<file path="config.mk">
export PLATFORM = sky130hd
export DESIGN_NAME = alarm_irq_unit
export DESIGN_NICKNAME = d
export VERILOG_FILES = /design/src/rtl/alarm_irq_pkg.sv /design/src/rtl/alarm_field_cmp.sv /design/src/rtl/alarm_pulse_timer.sv /design/src/rtl/alarm_flag_ctl.sv /design/src/rtl/alarm_irq_unit.sv
export SDC_FILE = /design/constraint.sdc
export NUM_CORES = 1
export LEC_CHECK = 0
export BUFFER_PORTS_ARGS = -buffer_cell sky130_fd_sc_hd__buf_4
export CAP_MARGIN = 10
export CORE_ASPECT_RATIO = 0.9
export CORE_MARGIN = 3
export CORE_UTILIZATION = 27
export CTS_BUF_LIST = sky130_fd_sc_hd__clkbuf_4 sky130_fd_sc_hd__clkbuf_8 sky130_fd_sc_hd__clkbuf_16
export CTS_CLUSTER_SIZE = 30
export DETAILED_ROUTE_END_ITERATION = 16
export PLACE_DENSITY_LB_ADDON = 0.08
export SLEW_MARGIN = 30
export SYNTH_ARGS = -nofsm -noshare
export SYNTH_HDL_FRONTEND = slang
export SYNTH_SLANG_ARGS = --single-unit
</file>
<file path="constraint.sdc">
create_clock -name clk -period 1.4 [get_ports clk]
set_clock_uncertainty 0.05 [all_clocks]
set_input_delay 0.07 -clock clk [delete_from_list [all_inputs] [get_ports clk]]
set_output_delay 0.07 -clock clk [all_outputs]
set_load 0.02 [all_outputs]
</file>
<file path="src/rtl/alarm_irq_pkg.sv">
package alarm_irq_pkg;
  localparam int NFIELDS  = 6;
  localparam int VAL_W    = 7;
  localparam int ALM_W    = VAL_W + 1;
  localparam int TIME_W   = NFIELDS * VAL_W;
  localparam int ALMREG_W = NFIELDS * ALM_W;
endpackage

</file>
<file path="src/rtl/alarm_field_cmp.sv">
module alarm_field_cmp #(
  parameter int VAL_W = 7
) (
  input  logic [VAL_W-1:0] cur_val,
  input  logic [VAL_W:0]   alm_byte,
  output logic             hit
);
  logic fld_en;
  logic same;

  always_comb begin
    fld_en = alm_byte[VAL_W];
    same   = (alm_byte[VAL_W-1:0] == cur_val);
    hit    = !fld_en || same;
  end
endmodule

</file>
<file path="src/rtl/alarm_pulse_timer.sv">
module alarm_pulse_timer #(
  parameter int PULSE_TICKS = 4
) (
  input  logic clk,
  input  logic rst_n,
  input  logic load,
  input  logic step,
  output logic active
);
  localparam int CNT_W = $clog2(PULSE_TICKS + 1);

  logic [CNT_W-1:0] cnt_q;
  logic [CNT_W-1:0] cnt_nx;
  logic             cnt_en;

  always_comb begin
    active = (cnt_q != '0);
    cnt_en = load || (step && active);
    if (load) cnt_nx = CNT_W'(PULSE_TICKS);
    else      cnt_nx = cnt_q - 1'b1;
  end

  always_ff @(posedge clk or negedge rst_n) begin
    if (!rst_n)      cnt_q <= '0;
    else if (cnt_en) cnt_q <= cnt_nx;
  end
endmodule

</file>
<file path="src/rtl/alarm_flag_ctl.sv">
module alarm_flag_ctl (
  input  logic clk,
  input  logic rst_n,
  input  logic set,
  input  logic sw_clr,
  input  logic rd,
  input  logic auto_clr,
  output logic flag
);
  logic flag_q, flag_nx;
  logic pend_q, pend_nx;

  always_comb begin
    pend_nx = rd && auto_clr;
    flag_nx = set || (flag_q && !sw_clr && !pend_q);
  end

  always_ff @(posedge clk or negedge rst_n) begin
    if (!rst_n) begin
      flag_q <= 1'b0;
      pend_q <= 1'b0;
    end else begin
      flag_q <= flag_nx;
      pend_q <= pend_nx;
    end
  end

  assign flag = flag_q;
endmodule

</file>
<file path="src/rtl/alarm_irq_unit.sv">
module alarm_irq_unit
  import alarm_irq_pkg::*;
#(
  parameter int PULSE_TICKS = 4
) (
  input  logic                clk,
  input  logic                rst_n,
  input  logic                sec_tick,
  input  logic                pulse_tick,
  input  logic [TIME_W-1:0]   cur_time,
  input  logic [ALMREG_W-1:0] alm_regs,
  input  logic                alm_en,
  input  logic                pulse_mode,
  input  logic                auto_clr,
  input  logic                fout_active,
  input  logic                stat_rd,
  input  logic                stat_clr,
  output logic                irq_n,
  output logic                alm_flag
);
  logic [NFIELDS-1:0] fld_hit;
  logic               all_hit;
  logic               fire;
  logic               pulse_on;

  for (genvar i = 0; i < NFIELDS; i++) begin : g_fld
    alarm_field_cmp #(.VAL_W(VAL_W)) u_cmp (
      .cur_val  (cur_time[i*VAL_W +: VAL_W]),
      .alm_byte (alm_regs[i*ALM_W +: ALM_W]),
      .hit      (fld_hit[i])
    );
  end

  always_comb begin
    all_hit = &fld_hit;
    fire    = sec_tick && alm_en && !fout_active && all_hit;
  end

  alarm_flag_ctl u_flag (
    .clk      (clk),
    .rst_n    (rst_n),
    .set      (fire),
    .sw_clr   (stat_clr),
    .rd       (stat_rd),
    .auto_clr (auto_clr),
    .flag     (alm_flag)
  );

  alarm_pulse_timer #(.PULSE_TICKS(PULSE_TICKS)) u_pulse (
    .clk    (clk),
    .rst_n  (rst_n),
    .load   (fire && pulse_mode),
    .step   (pulse_tick),
    .active (pulse_on)
  );

  always_comb begin
    if (fout_active)     irq_n = 1'b1;
    else if (pulse_mode) irq_n = !pulse_on;
    else                 irq_n = !alm_flag;
  end
endmodule

</file>
======== Word-level counts from Yosys, hierarchy flattened ========
Cells that the tools add are included.
W data, S select, Z words.
cells by class
  add/sub/neg operators ................... 1
  multipliers ............................. 0
  divide/modulo/power cells ............... 0
  magnitude comparators ................... 0
  equal/unequal tests ..................... 6
  shift operators ......................... 0
  multiplexer cells ....................... 3
  bitwise logic cells ..................... 0
  reduce and logical (&&, ||, !) cells .... 29
operator list
  cell                   count
  $eq A7 B7 Y1           6
  $logic_not A1 Y1       11
  $logic_and A1 B1 Y1    8
  $logic_or A1 B1 Y1     8
  $reduce_and A6 Y1      1
  $mux W3                1
  $reduce_bool A3 Y1     1
  $sub A3 B1 Y3 const B  1
  $mux W1                2
word-level totals
  register bits ........................... 5
  bits in latches ......................... 0
  memory bits (writable) .................. 0
  bits in read-only memories .............. 0
  input bits .............................. 100
  memories kept ........................... 0

======== Logic depth before layout (Yosys ltp) ========
Gate-level depths: netlist of run 1.
  depth in word-level cells ............... 6
  depth in mapped cells ................... 7
  mapped depth without buffers ............ 7

======== Modules after synthesis ========
From an unflattened synthesis of run 1, not the netlist that was laid out.
unflattened totals
  cell total of the unflattened synthesis .. 85
  area total of the unflattened synthesis .. 815.8 µm²
modules (own cells, without submodules)
  module             times used  cells an instance  area an instance (µm²)  sequential area each (µm²)
  alarm_field_cmp    6           9                  83.8                    0.0
  alarm_pulse_timer  1           18                 186.4                   75.1
  alarm_flag_ctl     1           5                  70.1                    50.0
  alarm_irq_unit     1           8                  56.3                    0.0

======== Worst setup path after synthesis of run 1 ========
Ideal clock, no wire load.
  path type ............................... register -> register
  from .................................... register u_pulse.cnt_q[0]
  to ...................................... register u_pulse.cnt_q[1]
  setup time .............................. 0.094 ns
  arrival ................................. 1.240 ns
  required time ........................... 1.256 ns
  setup slack ............................. 0.016 ns
  cell stages (with the launch flop) ...... 7
  clock period less this slack ............ 1.384 ns
  cell sequence ........................... dfrtp_1 inv_1 ha_1 ha_1 nor2b_1 nor2_1 a211oi_1
on the way
  cells in the longest elaborated chain, start to end .. 3
  elaborated cells between the ends (all ways) .. 5
  classes of those cells .................. 1 x add/sub; 1 x mux; 3 x reduce/logical
RTL lines
  item                                                                   RTL line                 source
  start, declared                                                        alarm_pulse_timer.sv:12  logic [CNT_W-1:0] cnt_q;
  start signal, assigned                                                 alarm_pulse_timer.sv:25  else if (cnt_en) cnt_q <= cnt_nx;
  parallel branches: the longest is 3 deep, another holds $sub A3 B1 Y3  n/a
Several ways; the timed one is not identified.
A chain may end at the register's enable or synchronous reset.

======== Worst setup path after layout of run 1 ========
  from .................................... register u_pulse.cnt_q[0]
  to ...................................... output irq_n
on the way
  cells in the longest elaborated chain, start to end .. 4
RTL lines
  item                RTL line                 source
  $reduce_bool A3 Y1  alarm_pulse_timer.sv:17  active = (cnt_q != '0);
  $logic_not A1 Y1    alarm_irq_unit.sv:59     else if (pulse_mode) irq_n = !pulse_on;
  $mux W1             alarm_irq_unit.sv:59
  $mux W1             alarm_irq_unit.sv:58     if (fout_active) irq_n = 1'b1;
  end, declared       alarm_irq_unit.sv:18     output logic irq_n,
Every way passes these cells.

==> impl_metrics.env, run 1 <==
export IMPL_status="finished, violations left"
export IMPL_violations="setup timing"
export IMPL_post_route_period_util_pct=107
export IMPL_grt_max_degree=6
export IMPL_cpLargestDelayFamily="flip-flops"
export IMPL_place_congestion=0.664
export IMPL_slowest_stage="dfrtp_1"
export IMPL_cts_tree="built"
export IMPL_syn_num_nets=186
export IMPL_drtPass1Iterations=2
export IMPL_maxCapViolations=0
export IMPL_path_cells="inv_1 -> ha_2 -> ha_4 -> a211o_1 -> buf_6"
export IMPL_critPathMaxFanout=2
export IMPL_max_slew_margin_pct=79.0
export IMPL_wl_met1_microns=818
export IMPL_powerDensity_mw_per_mm2=618
export IMPL_rsz0062_at_grt="true"
export IMPL_dr_wl_met3_microns=248
export IMPL_most_common_layout_cells="buf_4, xnor2_1, xor2_1, nand4_1"
export IMPL_synth_compound_area_share_pct=11.4
export IMPL_synth_top_family_by_area="XOR/XNOR gates"
export IMPL_fp_dieH_microns=55.5
export IMPL_die_area_sq_mm=0.00338
export IMPL_routed_via_density=4.48
export IMPL_final_max_slew_viol_count=0
export IMPL_met2_length_microns=1680
export IMPL_dpl_hpwl_microns=2420
export IMPL_ys_seq_area_share_pct=17.0
export IMPL_path_clk_slew_ns=0.04
export IMPL_yosys_warnings=0
export IMPL_synth_seq_cells=5
export IMPL_synth_fa_ha_area_share_pct=3.41
export IMPL_worst_pin_slew_ns=0.311
export IMPL_wire_per_inst_microns=12.4
export IMPL_grt_pass1_wl_microns=3770
export IMPL_synth_cell_types=18
export IMPL_synthMuxAreaShare_pct=0
export IMPL_synthTopCellsByArea="xnor2_1, xor2_1, dfrtp_1"
export IMPL_core_sq_mm=0.00253
export IMPL_h_tree_depth=1
export IMPL_crit_arrival_ns=1.38
export IMPL_area_delta_synth_final_pct=128
export IMPL_slowest_delay_ns=0.35
export IMPL_ios=102
export IMPL_crit_type="reg -> out"
export IMPL_leakagePower_nw=0.826
export IMPL_drt_wl_total_microns=2750
export IMPL_grt_pass1_vias=937
export IMPL_crit_buf_inv=2
export IMPL_cts_buffer_depth=2
export IMPL_drive_above_1_share_pct=60.8
export IMPL_route_vias_total=994
export IMPL_grt_ovfl_total=0
export IMPL_top_layer_used="met3"
export IMPL_post_route_drc_count=0
export IMPL_grt_use_total_pct=14.2
export IMPL_synth_area_per_cell_sq_um=8.74
export IMPL_postLayoutCoreUtil_pct=66.0
export IMPL_io_buffers=101
export IMPL_max_freq_mhz=666
export IMPL_clock_latency_ns=0.23
export IMPL_setup_viol=1
export IMPL_std_cell_rows=17
export IMPL_numCtsBuffers=3
export IMPL_hold_path_class="in -> reg"
export IMPL_start_util_pct=29.0
export IMPL_finalHoldViolations=0
export IMPL_synthXorXnorAreaFrac_pct=51.3
export IMPL_cts_sinks=5
export IMPL_syn_instance_count=84
export IMPL_placed_cell_area_sq_mm=0.00154
export IMPL_antenna_found_initial=0
export IMPL_cts_root_buffer="clkbuf_4"
export IMPL_ir_drop_v=0.000709
export IMPL_yosys_area_top_type="xnor2_1"
export IMPL_nets=297
export IMPL_synth_top_area_share_pct=29.8
export IMPL_synth_area_sq_um=734
export IMPL_dpl_worst_slack_ns=-0.268
export IMPL_drt_iter0_markers=6
export IMPL_crit_required_ns=1.28
export IMPL_die_x_microns=61.0
export IMPL_n_antenna_cell=0
export IMPL_final_common_cell="buf_4"
export IMPL_finalWorstSetupSlack_ns=-0.101
export IMPL_synth_simple_area_share_pct=14.8
export IMPL_final_area_sq_mm=0.00167
export IMPL_startpoint_type="register"
export IMPL_endpoint_kind="primary output"
export IMPL_ant_nets=0
export IMPL_fin_crit_ns=1.50
==> timing repair <==
item | CTS | global route
setup buffers | 0 | 1
endpoints found under the setup margin | 4 | 4
gates cloned | 0 | 0
endpoints found under the hold margin | 6 | 0
gates resized for setup | 5 | 8
hold buffers | 2 | 0
pin swaps | 1 | 1
==> metrics by stage <==
stage / power, mW / hold slack [ns] / std cells / setup TNS (ns)
after global placement: 0.731 / -0.177 / 215 / -0.768
after CTS: 0.984 / 0.000413 / 221 / -0.0911
after global routing: 1.13 / 0.00847 / 222 / -0.271
final: 1.03 / 0.00933 / 222 / -0.101
after floorplan: 0.441 / -0.276 / 84 / 0
after detailed placement: 0.756 / -0.177 / 215 / -0.820
==> area by class of cell <==
type	count	area, sq um
well taps	28	35.0
repair buffers	106	805
inverters	4	15.0
clock buffers	4	30.0
multi-input cells	75	662
fillers	222	860
flip-flops and latches	5	125
==> path summary, 6_finish.rpt <==
| kind | startpoint | end | slack [ns] | cells past startpoint |
|---|---|---|---|---|
| setup / recovery | u_pulse.cnt_q[0] | irq_n | -0.10 | 5 |
| hold / removal | stat_rd | u_flag.pend_q | 0.009 | 2 |
| setup reg to reg | u_pulse.cnt_q[0] | u_pulse.cnt_q[1] | 0.03 | 7 |
| hold reg to reg | u_pulse.cnt_q[2] | u_pulse.cnt_q[2] | 0.47 | 2 |
| max in group asynchronous | rst_n | u_pulse.cnt_q[1] | 1.07 | 2 |
| min in group asynchronous | rst_n | u_pulse.cnt_q[2] | 0.12 | 2 |
==> cells by family (layout without fill, tap and decap cells) <==
logic type	Yosys count	count (layout)
AO/OA/AOI/OAI	10	10
XOR/XNOR	43	43
adder cells (fa/ha/maj)	2	2
buffers and inverters	4	114
flip-flops	5	5
AND/OR/NAND/NOR	20	20
==> flip-flops by register name (all words and copies together), names as in the netlist <==
| name | count |
|---|---|
| u_flag.flag | 1 |
| u_flag.pend_q | 1 |
| u_pulse.cnt_q | 3 |
==> synthesized netlist by cell type (all sizes together) <==
| cell | instances |
|---|---|
| a211o | 1 |
| a211oi | 1 |
| and2 | 1 |
| dfrtp | 5 |
| ha | 2 |
| inv | 4 |
| nand2 | 4 |
| nand2b | 1 |
| nand4 | 7 |
| nor2 | 5 |
| nor2b | 1 |
| nor4 | 1 |
| o21ai | 1 |
| o31ai | 1 |
| o41a | 1 |
| o41ai | 5 |
| xnor2 | 25 |
| xor2 | 18 |
==> worst register-to-register path, delay by kind of cell (launching register included) <==
| family | cells | cell delay (ns) |
|---|---|---|
| flops | 1 | 0.35 |
| fa+ha+maj | 2 | 0.35 |
| buf+inv | 2 | 0.20 |
| compound gates | 1 | 0.17 |
| simple gates | 2 | 0.14 |
==> per-layer routing <==
layer	global-route usage, %	vias to the layer above
met5	0	-
li1	-	511
met4	0.929	0
met2	30.7	38
met1	12.3	445
met3	4.21	0
==> report_power, final <==
group | switching (mW) | leakage [nW] | internal [mW] | total, mW
combinational | 0.232 | 0.748 | 0.402 | 0.634
sequential | 0.0285 | 0.0604 | 0.191 | 0.220
clock | 0.0533 | 0.0184 | 0.127 | 0.180
Note: power is estimated with default switching activity, not from simulation.
==> run 2: changes to the inputs <==
--- a/config.mk
+++ b/config.mk
@@ -14,6 +14,7 @@
 export CTS_CLUSTER_SIZE = 30
 export DETAILED_ROUTE_END_ITERATION = 16
 export PLACE_DENSITY_LB_ADDON = 0.08
+export SKIP_CTS_REPAIR_TIMING = 1
 export SLEW_MARGIN = 30
 export SYNTH_ARGS = -nofsm -noshare
 export SYNTH_HDL_FRONTEND = slang
==> run 2 against run 1 <==
The run still ends with setup timing left. Fmax down 0.79%. Power up 2.6%. Die area unchanged. Final area up 0.67%. Critical path type unchanged. Highest routed layer unchanged.
==> impl_metrics.env, run 2 (same netlist as run 1, synthesis figures left out) <==
export IMPL_max_freq_mhz=661
export IMPL_worst_pin_slew_ns=0.311
export IMPL_slowest_delay_ns=0.36
export IMPL_antenna_found_initial=0
export IMPL_drive_above_1_share_pct=61.9
export IMPL_die_x_microns=61.0
export IMPL_cts_buffer_depth=2
export IMPL_nets=297
export IMPL_fp_dieH_microns=55.5
export IMPL_path_cells="inv_2 -> ha_4 -> ha_4 -> a211o_1 -> buf_6"
export IMPL_final_area_sq_mm=0.00168
export IMPL_std_cell_rows=17
export IMPL_setup_viol=1
export IMPL_io_buffers=101
export IMPL_routed_via_density=4.46
export IMPL_max_slew_margin_pct=79.0
export IMPL_startpoint_type="register"
export IMPL_finalHoldViolations=0
export IMPL_drtPass1Iterations=2
export IMPL_hold_path_class="in -> reg"
export IMPL_postLayoutCoreUtil_pct=66.5
export IMPL_dpl_hpwl_microns=2420
export IMPL_final_common_cell="buf_4"
export IMPL_crit_buf_inv=2
export IMPL_die_area_sq_mm=0.00338
export IMPL_grt_pass1_wl_microns=3710
export IMPL_power_mw=1.06
export IMPL_cpLargestDelayFamily="flip-flops"
export IMPL_power_frac_comb_pct=62.1
export IMPL_leakagePower_nw=0.825
export IMPL_endpoint_kind="primary output"
export IMPL_n_antenna_cell=0
export IMPL_dpl_worst_slack_ns=-0.268
export IMPL_cts_tree="built"
export IMPL_p_sw_share_pct=30.6
export IMPL_crit_arrival_ns=1.39
export IMPL_rsz0062_at_grt="true"
export IMPL_path_clk_slew_ns=0.04
export IMPL_placed_cell_area_sq_mm=0.00154
export IMPL_start_util_pct=29.0
export IMPL_maxCapViolations=0
export IMPL_intPower_mw=0.736
export IMPL_drt_wl_total_microns=2730
export IMPL_slowest_stage="dfrtp_1"
export IMPL_violations="setup timing"
export IMPL_regMostFlops="u_pulse.cnt_q"
export IMPL_finalWorstSetupSlack_ns=-0.113
export IMPL_fin_crit_ns=1.51
export IMPL_grt_pass1_vias=921
export IMPL_place_congestion=0.664
export IMPL_core_sq_mm=0.00253
export IMPL_clock_latency_ns=0.23
export IMPL_cts_sinks=5
export IMPL_status="finished, violations left"
export IMPL_ios=102
export IMPL_most_common_layout_cells="buf_4, xnor2_1, xor2_1, nand4_1"
export IMPL_post_route_drc_count=0
export IMPL_ant_nets=0
export IMPL_final_max_slew_viol_count=0
export IMPL_drt_iter0_markers=10
export IMPL_p_sw_mw=0.325
export IMPL_ir_drop_v=0.000709
export IMPL_grt_use_total_pct=14.0
export IMPL_largest_reg_flops=3
export IMPL_area_delta_synth_final_pct=129
export IMPL_crit_type="reg -> out"
export IMPL_critPathMaxFanout=2
export IMPL_post_route_period_util_pct=108
export IMPL_route_vias_total=991
export IMPL_grt_ovfl_total=0
export IMPL_p_seq_share_pct=21.0
export IMPL_fillCellCount=217
export IMPL_powerDensity_mw_per_mm2=630
export IMPL_numCtsBuffers=3
export IMPL_cts_root_buffer="clkbuf_4"
export IMPL_critPathMostFrequentCell="ha_4"
export IMPL_power_share_clock_pct=17.0
export IMPL_crit_required_ns=1.28
export IMPL_grt_max_degree=6
export IMPL_h_tree_depth=1
export IMPL_wire_per_inst_microns=12.3
run 2: cell counts in the layout (fill, tap and decap cells not counted):
Identical to the previous run, type by type.
run 2: layout make-up:
type	count	area (sq um)	area share, %
clock buffers	4	30.0	1.78
well taps	28	35.0	2.08
inverters	4	15.0	0.892
flip-flops and latches	5	125	7.43
multi-input cells	75	673	40.0
repair buffers	106	805	47.8
run 2: path summary, 6_finish.rpt:
check	from	slack [ns]	to	cells after the start
setup / recovery	u_pulse.cnt_q[1]	-0.11	irq_n	5
setup reg to reg	u_pulse.cnt_q[1]	0.05	u_pulse.cnt_q[1]	7
min in group asynchronous	rst_n	0.12	u_pulse.cnt_q[2]	2
max in group asynchronous	rst_n	1.07	u_pulse.cnt_q[1]	2
hold reg to reg	u_pulse.cnt_q[2]	0.47	u_pulse.cnt_q[2]	2
hold / removal	stat_rd	0.007	u_flag.pend_q	2
run 2: power groups by stage:
stage,clock [mW],sequential (mW),combinational (mW)
2_1_floorplan,0,0.211,0.229
3_3_place_gp,0,0.215,0.516
3_5_place_dp,0,0.218,0.538
4_1_cts,0.187,0.216,0.540
5_1_grt,0.203,0.226,0.729
6_report,0.180,0.222,0.658
run 2: metal layers:
metal,GRT usage (%),share of wire (%)
met1,12.5,31
met2,29.5,60
met3,4.21,9.1
met4,0.929,0
met5,0,0
run 2: through the flow:
step,cells,setup TNS [ns],hold slack (ns)
floorplan,84,0,-0.276
global placement,215,-0.768,-0.177
detailed placement,215,-0.820,-0.177
CTS,219,-0.250,-0.432
global route,222,-0.276,0.00847
finish,222,-0.113,0.00696
run 2: worst reg2reg max path, delay by kind of cell, from the launching register on:
family	cells	cell delay, ns
DFF	1	0.36
adders and majority gates	2	0.31
buffers and inverters	2	0.21
AOI/OAI and AO/OA	1	0.19
and+or+nand+nor	2	0.15
